===== config.mk =====
export PLATFORM = sky130hd
export DESIGN_NAME = rtc_serial_slave
export DESIGN_NICKNAME = d
export VERILOG_FILES = /design/src/rtl/rtc_pkg.sv /design/src/rtl/rtc_in_sync.sv /design/src/rtl/rtc_link_engine.sv /design/src/rtl/rtc_regbank.sv /design/src/rtl/rtc_serial_slave.sv
export SDC_FILE = /design/constraint.sdc
export NUM_CORES = 1
export LEC_CHECK = 0
export CORE_MARGIN = 2
export CORE_UTILIZATION = 37
export DETAILED_ROUTE_END_ITERATION = 7
export SYNTH_ARGS = -nofsm -noshare
export SYNTH_HDL_FRONTEND = slang
export SYNTH_SLANG_ARGS = --single-unit

===== constraint.sdc =====
create_clock -name clk -period 4.2 [get_ports clk]
set_input_delay 0.42 -clock clk [delete_from_list [all_inputs] [get_ports clk]]
set_output_delay 0.42 -clock clk [all_outputs]
set_load 0.05 [all_outputs]

===== src/rtl/rtc_pkg.sv =====
package rtc_pkg;
  localparam int ADDR_W = 6;
  localparam int BYTE_W = 8;

  localparam logic [ADDR_W-1:0] A_SEC  = 6'h00;
  localparam logic [ADDR_W-1:0] A_MIN  = 6'h01;
  localparam logic [ADDR_W-1:0] A_HOUR = 6'h02;
  localparam logic [ADDR_W-1:0] A_DATE = 6'h03;
  localparam logic [ADDR_W-1:0] A_MON  = 6'h04;
  localparam logic [ADDR_W-1:0] A_DOW  = 6'h05;
  localparam logic [ADDR_W-1:0] A_YEAR = 6'h06;
  localparam logic [ADDR_W-1:0] A_CTRL = 6'h07;
  localparam logic [ADDR_W-1:0] A_TRKL = 6'h08;

  typedef struct packed {
    logic       wrap;
    logic [7:0] val;
  } bcd_step_t;

  // Advance a two-digit BCD value; at or beyond 'last' return to 'first'.
  function automatic bcd_step_t bcd_next(input logic [7:0] v,
                                         input logic [7:0] last,
                                         input logic [7:0] first);
    bcd_step_t r;
    r.wrap = 1'b0;
    if (v >= last) begin
      r.wrap = 1'b1;
      r.val  = first;
    end else if (v[3:0] >= 4'd9) begin
      r.val = {v[7:4] + 4'd1, 4'd0};
    end else begin
      r.val = {v[7:4], v[3:0] + 4'd1};
    end
    return r;
  endfunction

  function automatic logic [7:0] bcd_to_bin(input logic [7:0] b);
    return ({4'd0, b[7:4]} * 8'd10) + {4'd0, b[3:0]};
  endfunction

  function automatic logic year_is_leap(input logic [7:0] yr);
    logic [7:0] n;
    n = bcd_to_bin(yr);
    return n[1:0] == 2'b00;
  endfunction

  function automatic logic [7:0] month_end(input logic [7:0] mon,
                                           input logic [7:0] yr);
    logic [7:0] d;
    case (mon)
      8'h02:                      d = year_is_leap(yr) ? 8'h29 : 8'h28;
      8'h04, 8'h06, 8'h09, 8'h11: d = 8'h30;
      default:                    d = 8'h31;
    endcase
    return d;
  endfunction
endpackage


===== src/rtl/rtc_in_sync.sv =====
module rtc_in_sync #(
  parameter int STAGES = 2,
  parameter int W      = 3
) (
  input  logic         clk,
  input  logic         rst_n,
  input  logic [W-1:0] d_i,
  output logic [W-1:0] q_o
);
  if (STAGES == 0) begin : g_bypass
    assign q_o = d_i;
  end else begin : g_chain
    logic [W-1:0] stage_q [STAGES];
    for (genvar s = 0; s < STAGES; s++) begin : g_stage
      always_ff @(posedge clk or negedge rst_n) begin
        if (!rst_n) stage_q[s] <= '0;
        else if (s == 0) stage_q[s] <= d_i;
        else stage_q[s] <= stage_q[(s == 0) ? 0 : s-1];
      end
    end
    assign q_o = stage_q[STAGES-1];
  end
endmodule


===== src/rtl/rtc_link_engine.sv =====
module rtc_link_engine
  import rtc_pkg::*;
(
  input  logic              clk,
  input  logic              rst_n,
  input  logic              ce_i,
  input  logic              sclk_i,
  input  logic              sdi_i,
  input  logic [BYTE_W-1:0] rd_byte_i,
  output logic [ADDR_W-1:0] addr_o,
  output logic              wr_stb_o,
  output logic [BYTE_W-1:0] wr_data_o,
  output logic              rd_load_o,
  output logic              sdo_o,
  output logic              sdo_en_o
);
  localparam int CNT_W = $clog2(2*BYTE_W + 1);
  localparam logic [CNT_W-1:0] CMD_LAST  = CNT_W'(BYTE_W - 1);
  localparam logic [CNT_W-1:0] CMD_DONE  = CNT_W'(BYTE_W);
  localparam logic [CNT_W-1:0] DATA_LAST = CNT_W'(2*BYTE_W - 1);
  localparam logic [CNT_W-1:0] FULL      = CNT_W'(2*BYTE_W);

  logic              sclk_d;
  logic              sclk_rise, sclk_fall;
  logic [CNT_W-1:0]  bit_cnt;
  logic [BYTE_W-2:0] cmd_q;
  logic [BYTE_W-2:0] dat_q;
  logic [BYTE_W-1:0] out_q;
  logic              oe_q;
  logic              is_read;

  assign sclk_rise = sclk_i & ~sclk_d;
  assign sclk_fall = ~sclk_i & sclk_d;
  assign is_read   = cmd_q[0];
  assign addr_o    = cmd_q[BYTE_W-2:1];

  assign wr_stb_o  = ce_i && sclk_rise && (bit_cnt == DATA_LAST) && !is_read;
  assign wr_data_o = {sdi_i, dat_q};
  assign rd_load_o = ce_i && sclk_fall && (bit_cnt == CMD_DONE) && is_read && !oe_q;

  always_ff @(posedge clk or negedge rst_n) begin
    if (!rst_n) begin
      sclk_d  <= 1'b0;
      bit_cnt <= '0;
      cmd_q   <= '0;
      dat_q   <= '0;
      out_q   <= '0;
      oe_q    <= 1'b0;
    end else begin
      sclk_d <= sclk_i;
      if (!ce_i) begin
        bit_cnt <= '0;
        cmd_q   <= '0;
        oe_q    <= 1'b0;
      end else begin
        if (sclk_rise && bit_cnt != FULL) begin
          if (bit_cnt < CMD_LAST)
            cmd_q[bit_cnt[2:0]] <= sdi_i;
          else if (bit_cnt >= CMD_DONE && bit_cnt < DATA_LAST)
            dat_q[bit_cnt[2:0]] <= sdi_i;
          bit_cnt <= bit_cnt + 1'b1;
        end
        if (rd_load_o) begin
          out_q <= rd_byte_i;
          oe_q  <= 1'b1;
        end else if (sclk_fall && oe_q) begin
          out_q <= {1'b0, out_q[BYTE_W-1:1]};
        end
      end
    end
  end

  assign sdo_o    = out_q[0];
  assign sdo_en_o = oe_q;
endmodule


===== src/rtl/rtc_regbank.sv =====
module rtc_regbank
  import rtc_pkg::*;
#(
  parameter int RAM_BASE  = 32,
  parameter int RAM_DEPTH = 32
) (
  input  logic              clk,
  input  logic              rst_n,
  input  logic              tick_i,
  input  logic              wr_stb_i,
  input  logic [ADDR_W-1:0] wr_addr_i,
  input  logic [BYTE_W-1:0] wr_data_i,
  input  logic [ADDR_W-1:0] rd_addr_i,
  output logic [BYTE_W-1:0] rd_data_o,
  input  logic [ADDR_W-1:0] obs_addr_i,
  output logic [BYTE_W-1:0] obs_data_o,
  output logic              wp_o,
  output logic [BYTE_W-1:0] sec_o,
  output logic [BYTE_W-1:0] year_o
);
  localparam int RAM_AW = (RAM_DEPTH > 1) ? $clog2(RAM_DEPTH) : 1;
  localparam logic [ADDR_W:0] RAM_LO = (ADDR_W+1)'(RAM_BASE);
  localparam logic [ADDR_W:0] RAM_HI = (ADDR_W+1)'(RAM_BASE + RAM_DEPTH);

  logic [7:0] sec_q, min_q, hour_q, date_q, mon_q, dow_q, year_q, ctrl_q, trkl_q;
  logic [7:0] ram_q [RAM_DEPTH];

  // Named internal events
  logic      wp, halted, tick_adv, wr_accept;
  logic      carry_min, carry_hour, day_carry, carry_mon, carry_year;
  logic      wr_in_ram;
  logic [RAM_AW-1:0] wr_off;
  bcd_step_t s_nx, m_nx, h_nx, d_nx, mo_nx, y_nx, w_nx;

  assign wp        = ctrl_q[7];
  assign halted    = sec_q[7];
  assign tick_adv  = tick_i && !halted;
  assign wr_accept = wr_stb_i && (!wp || wr_addr_i == A_CTRL);
  assign wr_in_ram = ({1'b0, wr_addr_i} >= RAM_LO) && ({1'b0, wr_addr_i} < RAM_HI);
  assign wr_off    = RAM_AW'(wr_addr_i - ADDR_W'(RAM_BASE));

  always_comb begin
    s_nx  = bcd_next({1'b0, sec_q[6:0]}, 8'h59, 8'h00);
    m_nx  = bcd_next(min_q, 8'h59, 8'h00);
    h_nx  = bcd_next(hour_q, 8'h23, 8'h00);
    d_nx  = bcd_next(date_q, month_end(mon_q, year_q), 8'h01);
    mo_nx = bcd_next(mon_q, 8'h12, 8'h01);
    y_nx  = bcd_next(year_q, 8'h99, 8'h00);
    w_nx  = bcd_next(dow_q, 8'h07, 8'h01);
  end

  assign carry_min  = tick_adv && s_nx.wrap;
  assign carry_hour = carry_min && m_nx.wrap;
  assign day_carry  = carry_hour && h_nx.wrap;
  assign carry_mon  = day_carry && d_nx.wrap;
  assign carry_year = carry_mon && mo_nx.wrap;

  always_ff @(posedge clk or negedge rst_n) begin
    if (!rst_n) begin
      sec_q  <= 8'h00;
      min_q  <= 8'h00;
      hour_q <= 8'h00;
      date_q <= 8'h01;
      mon_q  <= 8'h01;
      dow_q  <= 8'h01;
      year_q <= 8'h00;
      ctrl_q <= 8'h80;
      trkl_q <= 8'h00;
      for (int i = 0; i < RAM_DEPTH; i++) ram_q[i] <= 8'h00;
    end else begin
      if (tick_adv)   sec_q  <= s_nx.val;
      if (carry_min)  min_q  <= m_nx.val;
      if (carry_hour) hour_q <= h_nx.val;
      if (day_carry) begin
        date_q <= d_nx.val;
        dow_q  <= w_nx.val;
      end
      if (carry_mon)  mon_q  <= mo_nx.val;
      if (carry_year) year_q <= y_nx.val;
      // An accepted write overrides the tick update of its own register.
      if (wr_accept) begin
        if (wr_in_ram) begin
          ram_q[wr_off] <= wr_data_i;
        end else begin
          case (wr_addr_i)
            A_SEC:  sec_q  <= wr_data_i;
            A_MIN:  min_q  <= wr_data_i & 8'h7F;
            A_HOUR: hour_q <= wr_data_i & 8'h3F;
            A_DATE: date_q <= wr_data_i & 8'h3F;
            A_MON:  mon_q  <= wr_data_i & 8'h1F;
            A_DOW:  dow_q  <= wr_data_i & 8'h07;
            A_YEAR: year_q <= wr_data_i;
            A_CTRL: ctrl_q <= {wr_data_i[7], 7'd0};
            A_TRKL: trkl_q <= (wr_data_i[7:4] == 4'hA) ? wr_data_i : 8'h00;
            default: ;
          endcase
        end
      end
    end
  end

  // Two identical read ports: serial read and observation.
  logic [1:0][ADDR_W-1:0] port_addr;
  assign port_addr = {obs_addr_i, rd_addr_i};

  for (genvar p = 0; p < 2; p++) begin : g_rport
    logic [BYTE_W-1:0] val;
    logic [RAM_AW-1:0] off;
    logic              in_ram;
    assign in_ram = ({1'b0, port_addr[p]} >= RAM_LO) && ({1'b0, port_addr[p]} < RAM_HI);
    assign off    = RAM_AW'(port_addr[p] - ADDR_W'(RAM_BASE));
    always_comb begin
      val = 8'h00;
      if (in_ram) begin
        val = ram_q[off];
      end else begin
        case (port_addr[p])
          A_SEC:  val = sec_q;
          A_MIN:  val = min_q;
          A_HOUR: val = hour_q;
          A_DATE: val = date_q;
          A_MON:  val = mon_q;
          A_DOW:  val = dow_q;
          A_YEAR: val = year_q;
          A_CTRL: val = ctrl_q;
          A_TRKL: val = trkl_q;
          default: val = 8'h00;
        endcase
      end
    end
  end

  assign rd_data_o  = g_rport[0].val;
  assign obs_data_o = g_rport[1].val;
  assign wp_o       = wp;
  assign sec_o      = sec_q;
  assign year_o     = year_q;
endmodule


===== src/rtl/rtc_serial_slave.sv =====
module rtc_serial_slave
  import rtc_pkg::*;
#(
  parameter int SYNC_STAGES = 2,
  parameter int RAM_BASE    = 32,
  parameter int RAM_DEPTH   = 32
) (
  input  logic              clk,
  input  logic              rst_n,
  input  logic              ser_ce_i,
  input  logic              ser_clk_i,
  input  logic              ser_din_i,
  output logic              ser_dout_o,
  output logic              ser_dout_en_o,
  input  logic              tick_i,
  input  logic [ADDR_W-1:0] obs_addr_i,
  output logic [BYTE_W-1:0] obs_data_o
);
  logic              ce_s, sclk_s, sdi_s;
  logic [ADDR_W-1:0] xfer_addr;
  logic              wr_stb, rd_load, wp;
  logic [BYTE_W-1:0] wr_data, rd_byte, sec_view, year_view;

  rtc_in_sync #(.STAGES(SYNC_STAGES), .W(3)) u_sync (
    .clk   (clk),
    .rst_n (rst_n),
    .d_i   ({ser_ce_i, ser_clk_i, ser_din_i}),
    .q_o   ({ce_s, sclk_s, sdi_s})
  );

  rtc_link_engine u_link (
    .clk       (clk),
    .rst_n     (rst_n),
    .ce_i      (ce_s),
    .sclk_i    (sclk_s),
    .sdi_i     (sdi_s),
    .rd_byte_i (rd_byte),
    .addr_o    (xfer_addr),
    .wr_stb_o  (wr_stb),
    .wr_data_o (wr_data),
    .rd_load_o (rd_load),
    .sdo_o     (ser_dout_o),
    .sdo_en_o  (ser_dout_en_o)
  );

  rtc_regbank #(.RAM_BASE(RAM_BASE), .RAM_DEPTH(RAM_DEPTH)) u_regs (
    .clk        (clk),
    .rst_n      (rst_n),
    .tick_i     (tick_i),
    .wr_stb_i   (wr_stb),
    .wr_addr_i  (xfer_addr),
    .wr_data_i  (wr_data),
    .rd_addr_i  (xfer_addr),
    .rd_data_o  (rd_byte),
    .obs_addr_i (obs_addr_i),
    .obs_data_o (obs_data_o),
    .wp_o       (wp),
    .sec_o      (sec_view),
    .year_o     (year_view)
  );
endmodule


==> metrics.md <==
| Metric | Value |
|---|---|
| Status | completed |
| Rows | 85 |
| Starting density of the core | between 30% and 40% |
| Vias per cell | 6.203 |
| Flops & latches, synth | approximately 360 |
| Headroom to the max-slew limit | around a fifth |
| Commonest non-fill, non-tap cell in the layout | dfrtp_1 |
| WL met1 | around 27,000 µm |
| Slew @ Worst Pin | 1.195 ns |
| Post-synthesis xor/xnor area fraction | less than 1% |
| Cts bufs inserted | 43 |
| Critical Path End | obs_data_o[3] |
| Post-Route WL | 63,620 µm |
| CP cell instances | clkdlybuf4s50_1 -> or4_1 -> nor2_1 -> a22o_1 -> a221oi_1 -> nand3_1 -> a221o_1 -> buf_12 |
| Die Wd | 238.4 µm |
| Die area | 56,830 µm² |
| Worst path required time | approximately 3.8 ns |
| CP bufs+invs | 2 |
| Routed via count | between 10,000 and 15,000 |
| Maximum VDD drop | roughly 0.00027 V |
| Distinct cells, synth | 77 |
| WL met3 | around 5500 µm |
| Max layer used | met5 |
| Clk_lat worst skew | approximately 0.58 ns |
| Fmax | 0.2671 GHz |
| Drt wl/cell | ~27 µm |
| Final Setup Violations | 0 |
| Skew final | roughly 0.012 ns |
| Synth warn | 0 |
| Ranking of synthesized cells by area | dfrtp_1 43%, mux2_2 15%, mux4_2 15% |
| RSZ-0062 raised after global routing | no |
| Fin. Hold Viols | 0 |
| Placement Cell Area | between 20,000 and 25,000 µm² |
| Fill cell count | between 4,000 and 5,000 |
| Congestion Overflow GR | 0 |
| Synth area leader | dfrtp_1 |
| CTS clk-pin slew, worst paths | 0.06 ns |
| First-pass GRT wire length | just under 100,000 µm |
| Count of flip-flops with a built-in enable after synthesis | 0 |
| Compound-Gate Fraction of Synth Area | 9.725% |
| Slowest CP cell | clkdlybuf4s50_1 |
| Largest family of logic cells by synthesized area | multiplexers |
| Final Wtd Congestion | slightly above 1 |
| Asr flop ratio synth | 100.0% |
| Synthesized area per cell | ~12 µm² |
| Post-synth top area share | ~43% |
| Reg-to-reg slack, setup | roughly 0.49 ns |
| IO Pins | 22 |
| Post-route cell area | 22,930 µm² |
| Post-route ant nets | 0 |
| Power Dens Cells | 381.5 nW/µm² |
| Root buf cell | clkbuf_16 |
| CTS tree | built |
| Register area | 8920 µm² |
| Hold path depth | 1 |
| DR WL met2 | 29,020 µm |
| # Max-Cap Violations | 0 |
| Largest net degree at the start of global routing | 100 |
| All-Layer GR Usage | between 20 and 25% |
| Max clock buf depth | 3 |
| Mapped Cells | 1,647 |
| Syn_nets | approximately 1,700 |
| Multi-input gate area | ~11,000 µm² |
| Worst reg2reg path startpoint | u_regs.mon_q[0]$_DFF_PN1_ |
| Pre-antenna DRT Iters | 5 |
| Worst setup path startpoint | obs_addr_i[3] |
| Multiplexer share of the synthesized area | a little over 30% |
| Top FF cell, synth | dfrtp_1 |
| Worst Path Arrival | approximately 3.3 ns |
| Post-layout minimum cycle time | 3.744 ns |
| CP startpoint kind | input port |
| Nets@finish | 1,711 |
| H-tree levels | 2 |
| Most frequent cells in the layout | 349 x dfrtp_1, 273 x mux2_2, 131 x mux4_2, 110 x nand2_1, 82 x nor2_1 |
| Fin crit share | 89.15% |
| CP max stage delay | ~0.7 ns |
| WS Path Type | in2out |
| Initial antenna violation count | 1 |
| Number of global-route vias before repair | ~15,000 |
| Number of gates resized after cts | 0 |
| Critical path peak fanout | 10 |
| Post-synthesis adder-cell area fraction | between 2 and 3% |
| Leak Pwr | 9.999 nW |
| WP depth | 8 |
| N_diodes | 0 |
| I/O Buffers | 21 |
| TNS Setup | 0 ns |
| DRC Markers | 0 |
| R2R Path End | u_regs.year_o[5]$_DFF_PN0_ |
| Clock sink count | roughly 360 |
| Share of cells above drive strength 1 | roughly a third |
| R2R cell count | 15 |
| Simple-Gate Fraction of Synth Area | around a tenth |
| Core Area | 54,030 µm² |
| 1st-iter DRT viols | roughly 1,500 |
| Crit path capture type | primary output |
| Post-Syn Area | approximately 20,000 µm² |
| Die height | roughly 240 µm |
| P&R area growth vs syn | 12.82% |
| Detailed placement HPWL | 43,700 µm |
| Crit-path leading delay family | simple AND/OR/NAND/NOR gates |
| Min-delay worst type | in2reg |
| Max-slew violations | 0 |
| Sequential area share after synthesis | between 40% and 50% |
[timing repair]
action / 4_1_cts / 5_1_grt
setup endpoints to repair: 0 / 0
buffers inserted: 0 / 0
endpoints found under the hold margin: 94 / 0
hold buffers: 1 / 0
[cell usage after synthesis (5+ instances only)]
cell type / count
xnor2_1: 11
mux2_2: 273
dfrtp_1: 352
ha_1: 44
a22o_1: 12
a221o_1: 8
a21o_1: 5
a21oi_1: 46
and3_1: 5
o31a_1: 5
nor3b_1: 10
nand2_1: 110
o22ai_1: 10
a41oi_1: 6
a22oi_1: 55
nand2b_1: 17
nor3_1: 27
nand3b_1: 8
nor2_1: 82
o21ai_0: 38
inv_1: 39
a221oi_1: 15
nor2_2: 16
and2_1: 10
mux2i_1: 24
buf_2: 18
o31ai_1: 6
nand4_1: 7
o32ai_1: 8
clkbuf_1: 71
or3_1: 9
buf_1: 12
nand3_1: 38
nor2b_1: 16
a31oi_1: 18
o21ai_1: 5
mux4_2: 131
[cell type report]
type	instances	share of cell area (%)
timing repair buffer	69	3.230
sequential	356	38.89
multi-input combinational	1146	47.22
inverter	39	0.6383
clock buffer	68	5.674
clock inverter	11	0.5456
tap	696	3.797
[state kept, by name (all words and copies together), names as in the netlist]
signal	flops
u_regs.dow_q	8
u_regs.min_q	8
u_link.bit_cnt	5
u_regs.date_q	8
u_regs.ctrl_q	1
u_link.cmd_q	7
u_link.sclk_d	1
u_sync.g_chain.stage_q	3
u_link.out_q	8
u_link.dat_q	7
u_regs.mon_q	8
u_regs.year_o	8
u_sync.q_o	3
u_regs.hour_q	8
u_regs.trkl_q	8
u_regs.sec_o	8
u_link.sdo_en_o	1
u_regs.ram_q	256
[metal layers]
layer	vias to the layer above	global-route usage, %
met3	133	5.599
met5	-	0
met2	674	34.71
li1	6300	-
met4	2	8.693
met1	7684	30.79
[power breakdown]
part | leakage [nW] | switching, W | internal (W) | total, W
combinational | 4.46 | 0.000620 | 0.000448 | 0.00107
sequential | 4.84 | 0.000332 | 0.00357 | 0.00391
clock | 0.696 | 0.00153 | 0.00225 | 0.00378
[worst min path at each step]
stage / startpoint / end
2_1_floorplan: rst_n / u_link.bit_cnt[0]$_DFFE_PN0P_
4_1_cts: ser_din_i / u_sync.g_chain.stage_q[3]$_DFF_PN0_
6_report: ser_din_i / u_sync.g_chain.stage_q[3]$_DFF_PN0_
5_1_grt: ser_din_i / u_sync.g_chain.stage_q[3]$_DFF_PN0_
3_5_place_dp: u_sync.g_chain.stage_q[3]$_DFF_PN0_ / u_sync.q_o[0]$_DFF_PN0_
3_3_place_gp: u_sync.g_chain.stage_q[3]$_DFF_PN0_ / u_sync.q_o[0]$_DFF_PN0_
[logic make-up (layout without fill, tap and decap cells)]
group / count (synthesis) / after routing
AO/OA/AOI/OAI: 281 / 281
buffers and inverters: 145 / 187
multiplexers: 430 / 430
adder cells (fa/ha/maj): 44 / 44
flip-flops: 356 / 356
XOR/XNOR: 13 / 13
AND/OR/NAND/NOR: 378 / 378
[stage by stage]
| step | cells | hold WS (ns) | worst slack, ns | total power (W) | utilization, % |
|---|---|---|---|---|---|
| 3_3_place_gp | 2305 | 0.3389 | 0.5653 | 0.004984 | 39.79 |
| 3_5_place_dp | 2305 | 0.3410 | 0.5335 | 0.005016 | 39.79 |
| 6_report | 2385 | 0.2851 | 0.4557 | 0.008749 | 42.45 |
| 4_1_cts | 2385 | 0.2595 | 0.5311 | 0.008820 | 42.45 |
| 2_1_floorplan | 1647 | 0.1244 | 1.111 | 0.004552 | - |
| 5_1_grt | 2385 | 0.2963 | 0.09277 | 0.009113 | 42.45 |
(Power assumes the default switching activity.)
